===== src/rtl/asp_pkg.sv =====
package asp_pkg;
  localparam int WORD_W  = 20;
  localparam int SHORT_W = 16;
  localparam int IDX_W   = $clog2(WORD_W);

  typedef enum logic [1:0] {
    FMT_L16 = 2'b00,
    FMT_L20 = 2'b01,
    FMT_MSB = 2'b10,
    FMT_I2S = 2'b11
  } fmt_e;

  typedef struct packed {
    logic             hit;
    logic [IDX_W-1:0] idx;
  } bitsel_t;

  // Which word bit travels in a given slot for the transmit layouts
  // (and for the MSB-aligned receive layouts, which match them).
  function automatic bitsel_t msb_sel(fmt_e f, int slot);
    bitsel_t r;
    int p;
    r = '0;
    p = (f == FMT_I2S) ? slot - 1 : slot;
    if (p >= 0 && p < WORD_W) begin
      r.hit = 1'b1;
      r.idx = IDX_W'(WORD_W - 1 - p);
    end
    return r;
  endfunction

  // Receive bit placement; the LSB-justified layouts count back from the
  // end of the half-frame using the previous half-frame length.
  function automatic bitsel_t rx_sel(fmt_e f, int slot, int len);
    bitsel_t r;
    int p;
    r = '0;
    p = len - 1 - slot;
    case (f)
      FMT_L16: if (slot < len && p >= 0 && p < SHORT_W) begin
        r.hit = 1'b1;
        r.idx = IDX_W'(p + WORD_W - SHORT_W);
      end
      FMT_L20: if (slot < len && p >= 0 && p < WORD_W) begin
        r.hit = 1'b1;
        r.idx = IDX_W'(p);
      end
      default: r = msb_sel(f, slot);
    endcase
    return r;
  endfunction
endpackage


===== src/rtl/asp_sync.sv =====
module asp_sync #(
  parameter int WIDTH  = 2,
  parameter int STAGES = 2
) (
  input  logic             clk,
  input  logic             rst_n,
  input  logic [WIDTH-1:0] din,
  output logic [WIDTH-1:0] dout
);
  logic [WIDTH-1:0] stage_q [STAGES];

  generate
    for (genvar g = 0; g < STAGES; g++) begin : g_stage
      always_ff @(posedge clk or negedge rst_n) begin
        if (!rst_n) stage_q[g] <= '0;
        else if (g == 0) stage_q[g] <= din;
        else stage_q[g] <= stage_q[(g == 0) ? 0 : g - 1];
      end
    end
  endgenerate

  assign dout = stage_q[STAGES-1];
endmodule


===== src/rtl/asp_frame_track.sv =====
module asp_frame_track #(
  parameter int SLOT_W = 7
) (
  input  logic              clk,
  input  logic              rst_n,
  input  logic              bclk_lvl,
  input  logic              lrck_lvl,
  output logic              bclk_rise,
  output logic              slot_start,
  output logic              new_half,
  output logic              lr_cur,
  output logic [SLOT_W-1:0] slot,
  output logic [SLOT_W-1:0] len,
  output logic              len_ok
);
  localparam logic [SLOT_W-1:0] SLOT_MAX = {SLOT_W{1'b1}};

  logic bclk_d;
  logic synced;
  logic bclk_fall;
  logic trans;

  assign bclk_rise = bclk_lvl & ~bclk_d;
  assign bclk_fall = ~bclk_lvl & bclk_d;
  assign trans     = bclk_fall && (lrck_lvl != lr_cur);

  always_ff @(posedge clk or negedge rst_n) begin
    if (!rst_n) begin
      bclk_d     <= 1'b0;
      slot_start <= 1'b0;
      new_half   <= 1'b0;
      lr_cur     <= 1'b0;
      synced     <= 1'b0;
      slot       <= SLOT_MAX;
      len        <= '0;
      len_ok     <= 1'b0;
    end else begin
      bclk_d     <= bclk_lvl;
      slot_start <= bclk_fall;
      new_half   <= trans;
      if (!synced || bclk_fall) lr_cur <= lrck_lvl;
      if (trans) begin
        slot   <= '0;
        synced <= 1'b1;
        len_ok <= len_ok | synced;
        if (synced) len <= (slot == SLOT_MAX) ? SLOT_MAX : slot + 1'b1;
      end else if (bclk_fall && slot != SLOT_MAX) begin
        slot <= slot + 1'b1;
      end
    end
  end

  AST_SLOT_NO_WRAP: assert property (@(posedge clk) disable iff (!rst_n)
    (slot_start && !new_half) |-> (slot != '0));
  AST_HALF_STARTS_AT_ZERO: assert property (@(posedge clk) disable iff (!rst_n)
    new_half |-> (slot_start && slot == '0));
endmodule


===== src/rtl/asp_tx.sv =====
module asp_tx #(
  parameter int SLOT_W = 7
) (
  input  logic                       clk,
  input  logic                       rst_n,
  input  asp_pkg::fmt_e              fmt,
  input  logic [SLOT_W-1:0]          slot,
  input  logic                       slot_start,
  input  logic                       new_half,
  input  logic                       chan_left,
  input  logic [asp_pkg::WORD_W-1:0] tx_left,
  input  logic [asp_pkg::WORD_W-1:0] tx_right,
  output logic                       tx_take,
  output logic                       sdout
);
  import asp_pkg::*;

  logic [WORD_W-1:0] hold_l, hold_r, word;
  bitsel_t sel;

  assign tx_take = new_half && chan_left;
  assign word    = chan_left ? (tx_take ? tx_left : hold_l) : hold_r;
  assign sel     = msb_sel(fmt, int'(slot));

  always_ff @(posedge clk or negedge rst_n) begin
    if (!rst_n) begin
      hold_l <= '0;
      hold_r <= '0;
      sdout  <= 1'b0;
    end else begin
      if (tx_take) begin
        hold_l <= tx_left;
        hold_r <= tx_right;
      end
      if (slot_start) sdout <= sel.hit ? word[sel.idx] : 1'b0;
    end
  end

  AST_SDOUT_ONLY_AFTER_FALL: assert property (@(posedge clk) disable iff (!rst_n)
    !slot_start |=> $stable(sdout));
  AST_SDOUT_PAST_WORD_ZERO: assert property (@(posedge clk) disable iff (!rst_n)
    (slot_start && !sel.hit) |=> !sdout);
endmodule


===== src/rtl/asp_rx.sv =====
module asp_rx #(
  parameter int SLOT_W = 7
) (
  input  logic                       clk,
  input  logic                       rst_n,
  input  asp_pkg::fmt_e              fmt,
  input  logic [SLOT_W-1:0]          slot,
  input  logic [SLOT_W-1:0]          len,
  input  logic                       len_ok,
  input  logic                       bclk_rise,
  input  logic                       new_half,
  input  logic                       chan_left,
  input  logic                       sdin,
  output logic [asp_pkg::WORD_W-1:0] rx_left,
  output logic [asp_pkg::WORD_W-1:0] rx_right,
  output logic                       rx_valid
);
  import asp_pkg::*;

  logic [WORD_W-1:0] acc, left_hold;
  logic cur_good, left_good;
  bitsel_t sel;

  assign sel = rx_sel(fmt, int'(slot), int'(len));

  always_ff @(posedge clk or negedge rst_n) begin
    if (!rst_n) begin
      acc       <= '0;
      left_hold <= '0;
      cur_good  <= 1'b0;
      left_good <= 1'b0;
      rx_left   <= '0;
      rx_right  <= '0;
      rx_valid  <= 1'b0;
    end else begin
      rx_valid <= 1'b0;
      if (new_half) begin
        if (!chan_left) begin
          left_hold <= acc;
          left_good <= cur_good;
        end else begin
          if (cur_good && left_good) begin
            rx_left  <= left_hold;
            rx_right <= acc;
            rx_valid <= 1'b1;
          end
          left_good <= 1'b0;
        end
        acc      <= '0;
        cur_good <= len_ok;
      end else if (bclk_rise && sel.hit) begin
        acc[sel.idx] <= sdin;
      end
    end
  end

  AST_VALID_ONE_CYCLE: assert property (@(posedge clk) disable iff (!rst_n)
    rx_valid |=> !rx_valid);
  AST_WORDS_CHANGE_WITH_VALID: assert property (@(posedge clk) disable iff (!rst_n)
    !$stable(rx_right) |-> rx_valid);
  AST_VALID_NEEDS_LENGTH: assert property (@(posedge clk) disable iff (!rst_n)
    rx_valid |-> len_ok);
endmodule


===== src/rtl/aud_serial_port.sv =====
module aud_serial_port #(
  parameter int SYNC_STAGES    = 2,
  parameter int MAX_HALF_SLOTS = 64
) (
  input  logic        clk,
  input  logic        rst_n,
  input  logic [1:0]  fmt,
  input  logic        bclk,
  input  logic        lrclk,
  input  logic        sdin,
  output logic        sdout,
  input  logic [19:0] tx_left,
  input  logic [19:0] tx_right,
  output logic        tx_take,
  output logic [19:0] rx_left,
  output logic [19:0] rx_right,
  output logic        rx_valid
);
  import asp_pkg::*;

  localparam int SLOT_W = $clog2(MAX_HALF_SLOTS) + 1;

  logic [1:0]        clk_pair;
  logic              bclk_rise, slot_start, new_half, lr_cur, len_ok, chan_left;
  logic [SLOT_W-1:0] slot, len;
  fmt_e              fmt_sel;

  assign fmt_sel   = fmt_e'(fmt);
  assign chan_left = (fmt_sel == FMT_I2S) ? ~lr_cur : lr_cur;

  asp_sync #(.WIDTH(2), .STAGES(SYNC_STAGES)) u_sync (
    .clk(clk), .rst_n(rst_n), .din({lrclk, bclk}), .dout(clk_pair)
  );

  asp_frame_track #(.SLOT_W(SLOT_W)) u_track (
    .clk(clk), .rst_n(rst_n), .bclk_lvl(clk_pair[0]), .lrck_lvl(clk_pair[1]),
    .bclk_rise(bclk_rise), .slot_start(slot_start), .new_half(new_half),
    .lr_cur(lr_cur), .slot(slot), .len(len), .len_ok(len_ok)
  );

  asp_tx #(.SLOT_W(SLOT_W)) u_tx (
    .clk(clk), .rst_n(rst_n), .fmt(fmt_sel), .slot(slot), .slot_start(slot_start),
    .new_half(new_half), .chan_left(chan_left), .tx_left(tx_left),
    .tx_right(tx_right), .tx_take(tx_take), .sdout(sdout)
  );

  asp_rx #(.SLOT_W(SLOT_W)) u_rx (
    .clk(clk), .rst_n(rst_n), .fmt(fmt_sel), .slot(slot), .len(len), .len_ok(len_ok),
    .bclk_rise(bclk_rise), .new_half(new_half), .chan_left(chan_left), .sdin(sdin),
    .rx_left(rx_left), .rx_right(rx_right), .rx_valid(rx_valid)
  );

  AST_TAKE_ONLY_AT_LEFT_START: assert property (@(posedge clk) disable iff (!rst_n)
    tx_take |-> !$past(tx_take));
endmodule


===== config.mk =====
export PLATFORM = sky130hd
export DESIGN_NAME = aud_serial_port
export DESIGN_NICKNAME = d
export VERILOG_FILES = /design/src/rtl/asp_pkg.sv /design/src/rtl/asp_sync.sv /design/src/rtl/asp_frame_track.sv /design/src/rtl/asp_tx.sv /design/src/rtl/asp_rx.sv /design/src/rtl/aud_serial_port.sv
export SDC_FILE = /design/constraint.sdc
export NUM_CORES = 1
export LEC_CHECK = 0
export BUFFER_PORTS_ARGS = -buffer_cell sky130_fd_sc_hd__buf_4
export CAP_MARGIN = 10
export CORE_ASPECT_RATIO = 0.8
export CORE_MARGIN = 4
export CORE_UTILIZATION = 45
export DETAILED_ROUTE_END_ITERATION = 7
export MAX_ROUTING_LAYER = met4
export PLACE_DENSITY = 0.65
export SLEW_MARGIN = 10
export SYNTH_ARGS = -nofsm -noshare
export SYNTH_HDL_FRONTEND = slang
export SYNTH_SLANG_ARGS = --single-unit

===== constraint.sdc =====
create_clock -name clk -period 4.3 [get_ports clk]
set_input_delay 0.43 -clock clk [delete_from_list [all_inputs] [get_ports clk]]
set_output_delay 0.43 -clock clk [all_outputs]
set_load 0.01 [all_outputs]

Word-level counts from Yosys, hierarchy flattened:

Cells that the tools add are included.

* word-level logic and storage cells: 89
* bits in registers: 148
* output and inout bits: 43

* $lt $le $gt $ge: 9
* bitwise operators: 7
* add/subtract/negate cells: 7
* eq/ne operators: 5
* multiplexer cells: 23
* reduce and logical (&&, ||, !) cells: 18

Operator list (number)
* $lt 32x6->1 const B: 3
* $mux 20: 4
* $ge 32x1->1 const B: 2
* $mux 32: 1
* $mux 7: 3
* $bwmux 20: 1
* $mux 6: 3
* $sub 7x1->8 const B: 2
* $lt 5x6->1 const B: 2
* $pmux 6 s2: 1
* $logic_and 1x1->1: 10
* $sub 8x8->9: 1
* $mux 1: 8
* $add 7x1->7 const B: 1
* $eq 7x7->1 const B: 1
* $lt 7x7->1: 1
* $ne 7x7->1 const B: 1
* $add 5x5->5 const B: 1
* $bmux 1 s5: 1
* $demux 1 s5: 1
* $ge 5x1->1 const B: 1
* $sub 5x5->5 const A: 1
* $sub 5x5->5 const B: 1
* $not 1->1: 4
* other kinds (11): 14

Depth between registers and ports, before layout:

* depth in word-level cells: 14
* gate-level depth with buffers: 17

Hierarchy:

From an unflattened synthesis, not the netlist that was laid out.

* cell total of the unflattened synthesis: 732
* area total of the unflattened synthesis: 7888.8 sq um

Modules (own cells, without submodules)
* asp_rx: times used 1, cells an instance 455, sequential area each 2077.0 sq um, area each 4533.1 sq um
* asp_tx: times used 1, cells an instance 187, sequential area each 1026.0 sq um, area each 2318.5 sq um
* asp_frame_track: times used 1, cells an instance 82, sequential area each 509.2 sq um, area each 909.6 sq um
* asp_sync: times used 1, cells an instance 6, sequential area each 100.1 sq um, area each 115.1 sq um
* aud_serial_port: times used 1, cells an instance 2, sequential area each 0.0 sq um, area each 12.5 sq um

Worst setup path after synthesis:

No wires, ideal clock.

* kind: register to register
* start point: register u_track.slot[0]
* end point: register u_tx.sdout
* required time: 4.176 ns
* setup time: 0.124 ns
* slack: 0.789 ns
* clock period less this slack: 3.511 ns
* path buffers: 1
* arrival time: 3.387 ns
* cell stages (with the launch flop): 16
* cells stage by stage: dfstp_2 -> buf_4 -> inv_1 -> ha_1 -> nand3_1 -> xnor2_1 -> ha_1 -> nand2_1 -> or4_1 -> a21oi_2 -> o21ai_2 -> mux4_2 -> or4_1 -> o311ai_1 -> a41oi_1 -> a211o_1

* word-level cells in the longest chain between the ends: 8
* elaborated cells between the ends (all ways): 10
* classes of those cells: add/sub: 2; order compare: 2; mux: 5; reduce/logical: 1

RTL lines
* start: declaration: RTL line asp_frame_track.sv:12 `output logic [SLOT_W-1:0] slot,`
* start signal: assignment: RTL line asp_frame_track.sv:48 `slot <= slot + 1'b1;`
* $sub 7x1->8: RTL line asp_pkg.sv:24 `p = (f == FMT_I2S) ? slot - 1 : slot;`
* $mux 32 (*): RTL line asp_pkg.sv:24
* $ge 32x1->1 or $lt 32x6->1 (tied branches): RTL line asp_pkg.sv:25 `if (p >= 0 && p < WORD_W) begin`
* $logic_and 1x1->1: RTL line asp_pkg.sv:25
* $mux 6 (*): RTL line asp_pkg.sv:25
* $bmux 1 s5: RTL line asp_tx.sv:35 `if (slot_start) sdout <= sel.hit ? word[sel.idx] : 1'b0;`
* $mux 1 (not written as such): RTL line asp_tx.sv:35
* $mux 1 (*): RTL line asp_tx.sv:35
* end signal: assignment: RTL line asp_tx.sv:35
* end: declaration: RTL line asp_tx.sv:14 `output logic sdout`

Every way passes the cells marked *; elsewhere a longest branch is shown, timed or not. The select of a mux whose other input is x is not followed.
A chain may end at the register's enable or synchronous reset.

Worst setup path after layout:

Same ends and word-level chain as after synthesis.

==> impl_metrics.py <==
metrics = {
    "run_status": {
        "status": "finished clean",
    },
    "critical_path": {
        "cp-start-kind": "flop",
        "crit_chain": "inv_1 > ha_1 > nand3_1 > xnor2_1 > ha_1 > nand2_1 > or4_1 > a21oi_2 > o21ai_2 > buf_4 > mux2_2 > a41o_1 > a41oi_1 > o211ai_1 > a211o_1",
        "crit_family": "compound AO/OA/AOI/OAI gates",
        "crit_end": "u_tx.sdout$_DFFE_PN0P_",
        "cpMostUsedCell": "ha_1",
        "critPathArrivalTime_ns": 4.23,
        "critPathKind": "flop to flop",
        "ff2ff_path_depth": 15,
        "reg2reg_slack_ns": 0.38,
        "reg2reg_from": "u_track.slot[0]$_DFFE_PN1P_",
        "crit_start": "u_track.slot[0]$_DFFE_PN1P_",
        "cp.buffers_inverters": 2,
        "max_stage_delay_ns": 0.63,
        "crit_cells": 15,
        "cp_slowest_cell": "dfstp_2",
        "critPathMaxFanout": 12,
        "cp.required_ns": 4.61,
        "rr_endpoint": "u_tx.sdout$_DFFE_PN0P_",
        "cp-end-kind": "flop",
    },
    "cells_and_area": {
        "antennaDiodeCount": 0,
        "area_growth_pct": 19.3,
        "final_nets": 881,
        "fill_cells": 1449,
        "multi_input_area_mm2": 0.00363,
        "regArea_mm2": 0.00371,
        "final_common_cell": "nand2_1",
        "layout_common_cells": "168 x nand2_1, 141 x dfrtp_1, 96 x buf_4",
        "drive_above_1_share_pct": 28.2,
    },
    "logic_synthesis": {
        "ys_async_sr_fraction_pct": 100,
        "synth_top_family_by_area": "simple AND/OR/NAND/NOR gates",
        "synth_area_per_cell_um2": 10.4,
        "synth-edff-count": 0,
        "synthFlopType": "dfrtp_1",
        "synth_warnings": 0,
        "synth_fa_ha_area_share_pct": 3.55,
        "ys_ff_latch": 148,
        "synth_xor_area_share_pct": 2.53,
        "ys_types": 79,
        "yosysSeqAreaShare_pct": 48.8,
        "syn_nets": 796,
        "synthSimpleGateAreaFrac_pct": 17.6,
        "synth_mux_area_share_pct": 15.2,
        "postSynthCellCount": 728,
        "synth_compound_area_share_pct": 8.88,
        "netlist_area_mm2": 0.00760,
    },
    "pwr": {
        "finalPower_mw": 6.33,
        "ir_worst_vdd_mv": 0.361,
        "leakage_nw": 4.52,
        "p_per_area_mw_per_mm2": 698,
    },
    "timing": {
        "min_period_ns": 3.92,
        "drv_slew": 0,
        "max_freq_mhz": 255,
        "hold_viol": 0,
        "skew_ns": 0.00848,
        "finalCritPeriodShare_pct": 91.3,
        "setup_viol": 0,
        "rsz0062_at_grt": "no",
        "worstMarginPinSlew_ns": 0.958,
        "fin_setup_tns_ns": 0,
        "relSlewSlack_pct": 36.0,
    },
    "clocking": {
        "cts_root_buf": "clkbuf_16",
        "cts_tree": "built",
        "clkSlewWorstSetupHoldPaths_ns": 0.06,
        "htreeDepth": 4,
        "postCtsSetupBuffers": 0,
        "cts_sinks": 148,
        "cts_buffer_depth": 2,
        "insertion_delay_ns": 0.42,
        "cts_made_buffers": 17,
    },
    "worst_hold_path": {
        "min_path_type": "input pin to async pin",
    },
    "drt": {
        "post_drt_wl_per_cell_um": 16.5,
        "vias": 5686,
        "remaining_drc_errors": 0,
        "wl_um": 17200,
        "firstDrtPassIters": 5,
        "drtAntennaViolNets": 0,
        "dr.first_iter.drc_count": 370,
        "viasPerCell": 5.44,
    },
    "floorplanning": {
        "core.rowCount": 42,
        "coreArea_mm2": 0.0166,
        "die_y_um": 124,
        "die_w_um": 153,
        "dieArea_mm2": 0.0191,
        "num_io_pins": 90,
        "start_util_pct": 45.9,
    },
    "flow_run": {
        "drv_cap": 0,
    },
    "placement": {
        "port_buffers": 89,
        "dp_hpwl_um": 12400,
        "place.gp.congestion": 0.907,
    },
    "global_route": {
        "antenna_found_initial": 0,
        "first_global_vias": 5820,
        "grtUsageTotal_pct": 19.0,
        "grt_overflow_total": 0,
        "grt_max_degree": 83,
        "grt_pass1_wl_um": 29000,
    },
}
## worst reg2reg max path, delay by kind of cell (launching register included)
kind	cells	cell delay (ns)
adders and majority gates	2	0.56
xor gates and xnor gates	1	0.20
DFF	1	0.63
AOI/OAI and AO/OA	6	1.12
muxes	1	0.30
and+or+nand+nor	3	0.67
buffers and inverters	2	0.34
## kinds of logic (layout without fill, tap and decap cells)
| kind of cell | Yosys count | in the layout |
|---|---|---|
| DFF | 148 | 148 |
| buffers and inverters | 61 | 159 |
| AOI/OAI and AO/OA | 86 | 86 |
| muxes | 101 | 101 |
| and+or+nand+nor | 289 | 289 |
| adders and majority gates | 21 | 21 |
| xor gates and xnor gates | 22 | 22 |
## power by group
group / total [mW] / internal [mW] / switching, mW / leakage [nW]
logic: 2.68 / 1.18 / 1.50 / 2.30
registers: 2.14 / 1.84 / 0.306 / 1.92
clock network: 1.51 / 0.889 / 0.620 / 0.294
## through the flow
step                hold WS (ns)  instances  instance area [um^2]  worst slack, ns  utilization (%)
floorplan                  0.134        728                  7600            0.789                -
global placement           0.333       1014                  8470            0.483             51.1
detailed placement         0.341       1014                  8470            0.276             51.1
CTS                       0.0686       1046                  9070            0.261             54.8
global route              0.0917       1046                  9070            0.107             54.8
finish                    0.0533       1046                  9070            0.376             54.8
## layout make-up
class                           instances  area share, %
Tap cell                              220           3.03
Clock inverter                         14           1.83
Multi-Input combinational cell        519           40.1
Inverter                               30           1.24
Sequential cell                       148           40.9
Clock buffer                           18           4.84
Timing Repair Buffer                   97           8.07
## worst min path at each step
stage / to / from / slack [ns]
2_1_floorplan: u_rx.acc[0]$_DFFE_PN0P_ / rst_n / 0.13
3_3_place_gp: u_sync.dout[1]$_DFF_PN0_ / u_sync.stage_q[3]$_DFF_PN0_ / 0.33
3_5_place_dp: u_sync.dout[1]$_DFF_PN0_ / u_sync.stage_q[3]$_DFF_PN0_ / 0.34
4_1_cts: u_rx.rx_valid$_DFF_PN0_ / rst_n / 0.07
5_1_grt: u_rx.rx_left[16]$_DFFE_PN0P_ / rst_n / 0.09
6_report: u_rx.rx_left[16]$_DFFE_PN0P_ / rst_n / 0.05
## state kept, by name, indices dropped and copies added, names as in the netlist, 7 cells and up
signal / cells
u_rx.rx_right: 20
u_rx.rx_left: 20
u_rx.acc: 20
u_tx.hold_r: 20
u_track.len: 7
u_tx.hold_l: 20
u_rx.left_hold: 20
u_track.slot: 7
## cells in the mapped netlist, types with 4 or more instances
master       n  share of area, %
o2111ai_1    4              0.46
dfstp_2      7               2.4
mux2_2      65               9.6
a21oi_1     19               1.3
and3_1       6              0.49
nor3_1       8              0.53
nor4_1       4              0.33
ha_1        20               3.3
clkbuf_1    14              0.69
nand3b_1     8              0.79
xor2_1       4              0.46
nand2_1    168               8.3
o21a_1       8              0.79
xnor2_1     18               2.1
mux4_2       5               1.5
nor2b_1      8              0.66
inv_1       28               1.4
dfrtp_1    141                46
nor2_1      30               1.5
mux2i_1     31               4.1
buf_1        8              0.39
o21ai_0     10              0.66
or4_1        5              0.49
nand3_1     26               1.7
o211ai_1     4              0.39
## timing repair
item                                    CTS  global route
gates resized for setup                   0             1
endpoints found under the setup margin    0             3
hold buffers                              0             0
## routing by layer
metal | global-route usage (%) | up-vias | routed length [um]
met1 | 25.6 | 2791 | 8090
met5 | - | - | 0
li1 | - | 2703 | -
met2 | 28.3 | 160 | 7940
met3 | 3.99 | 32 | 881
met4 | 7.27 | 0 | 302
Power figures use the tool's default switching activity.
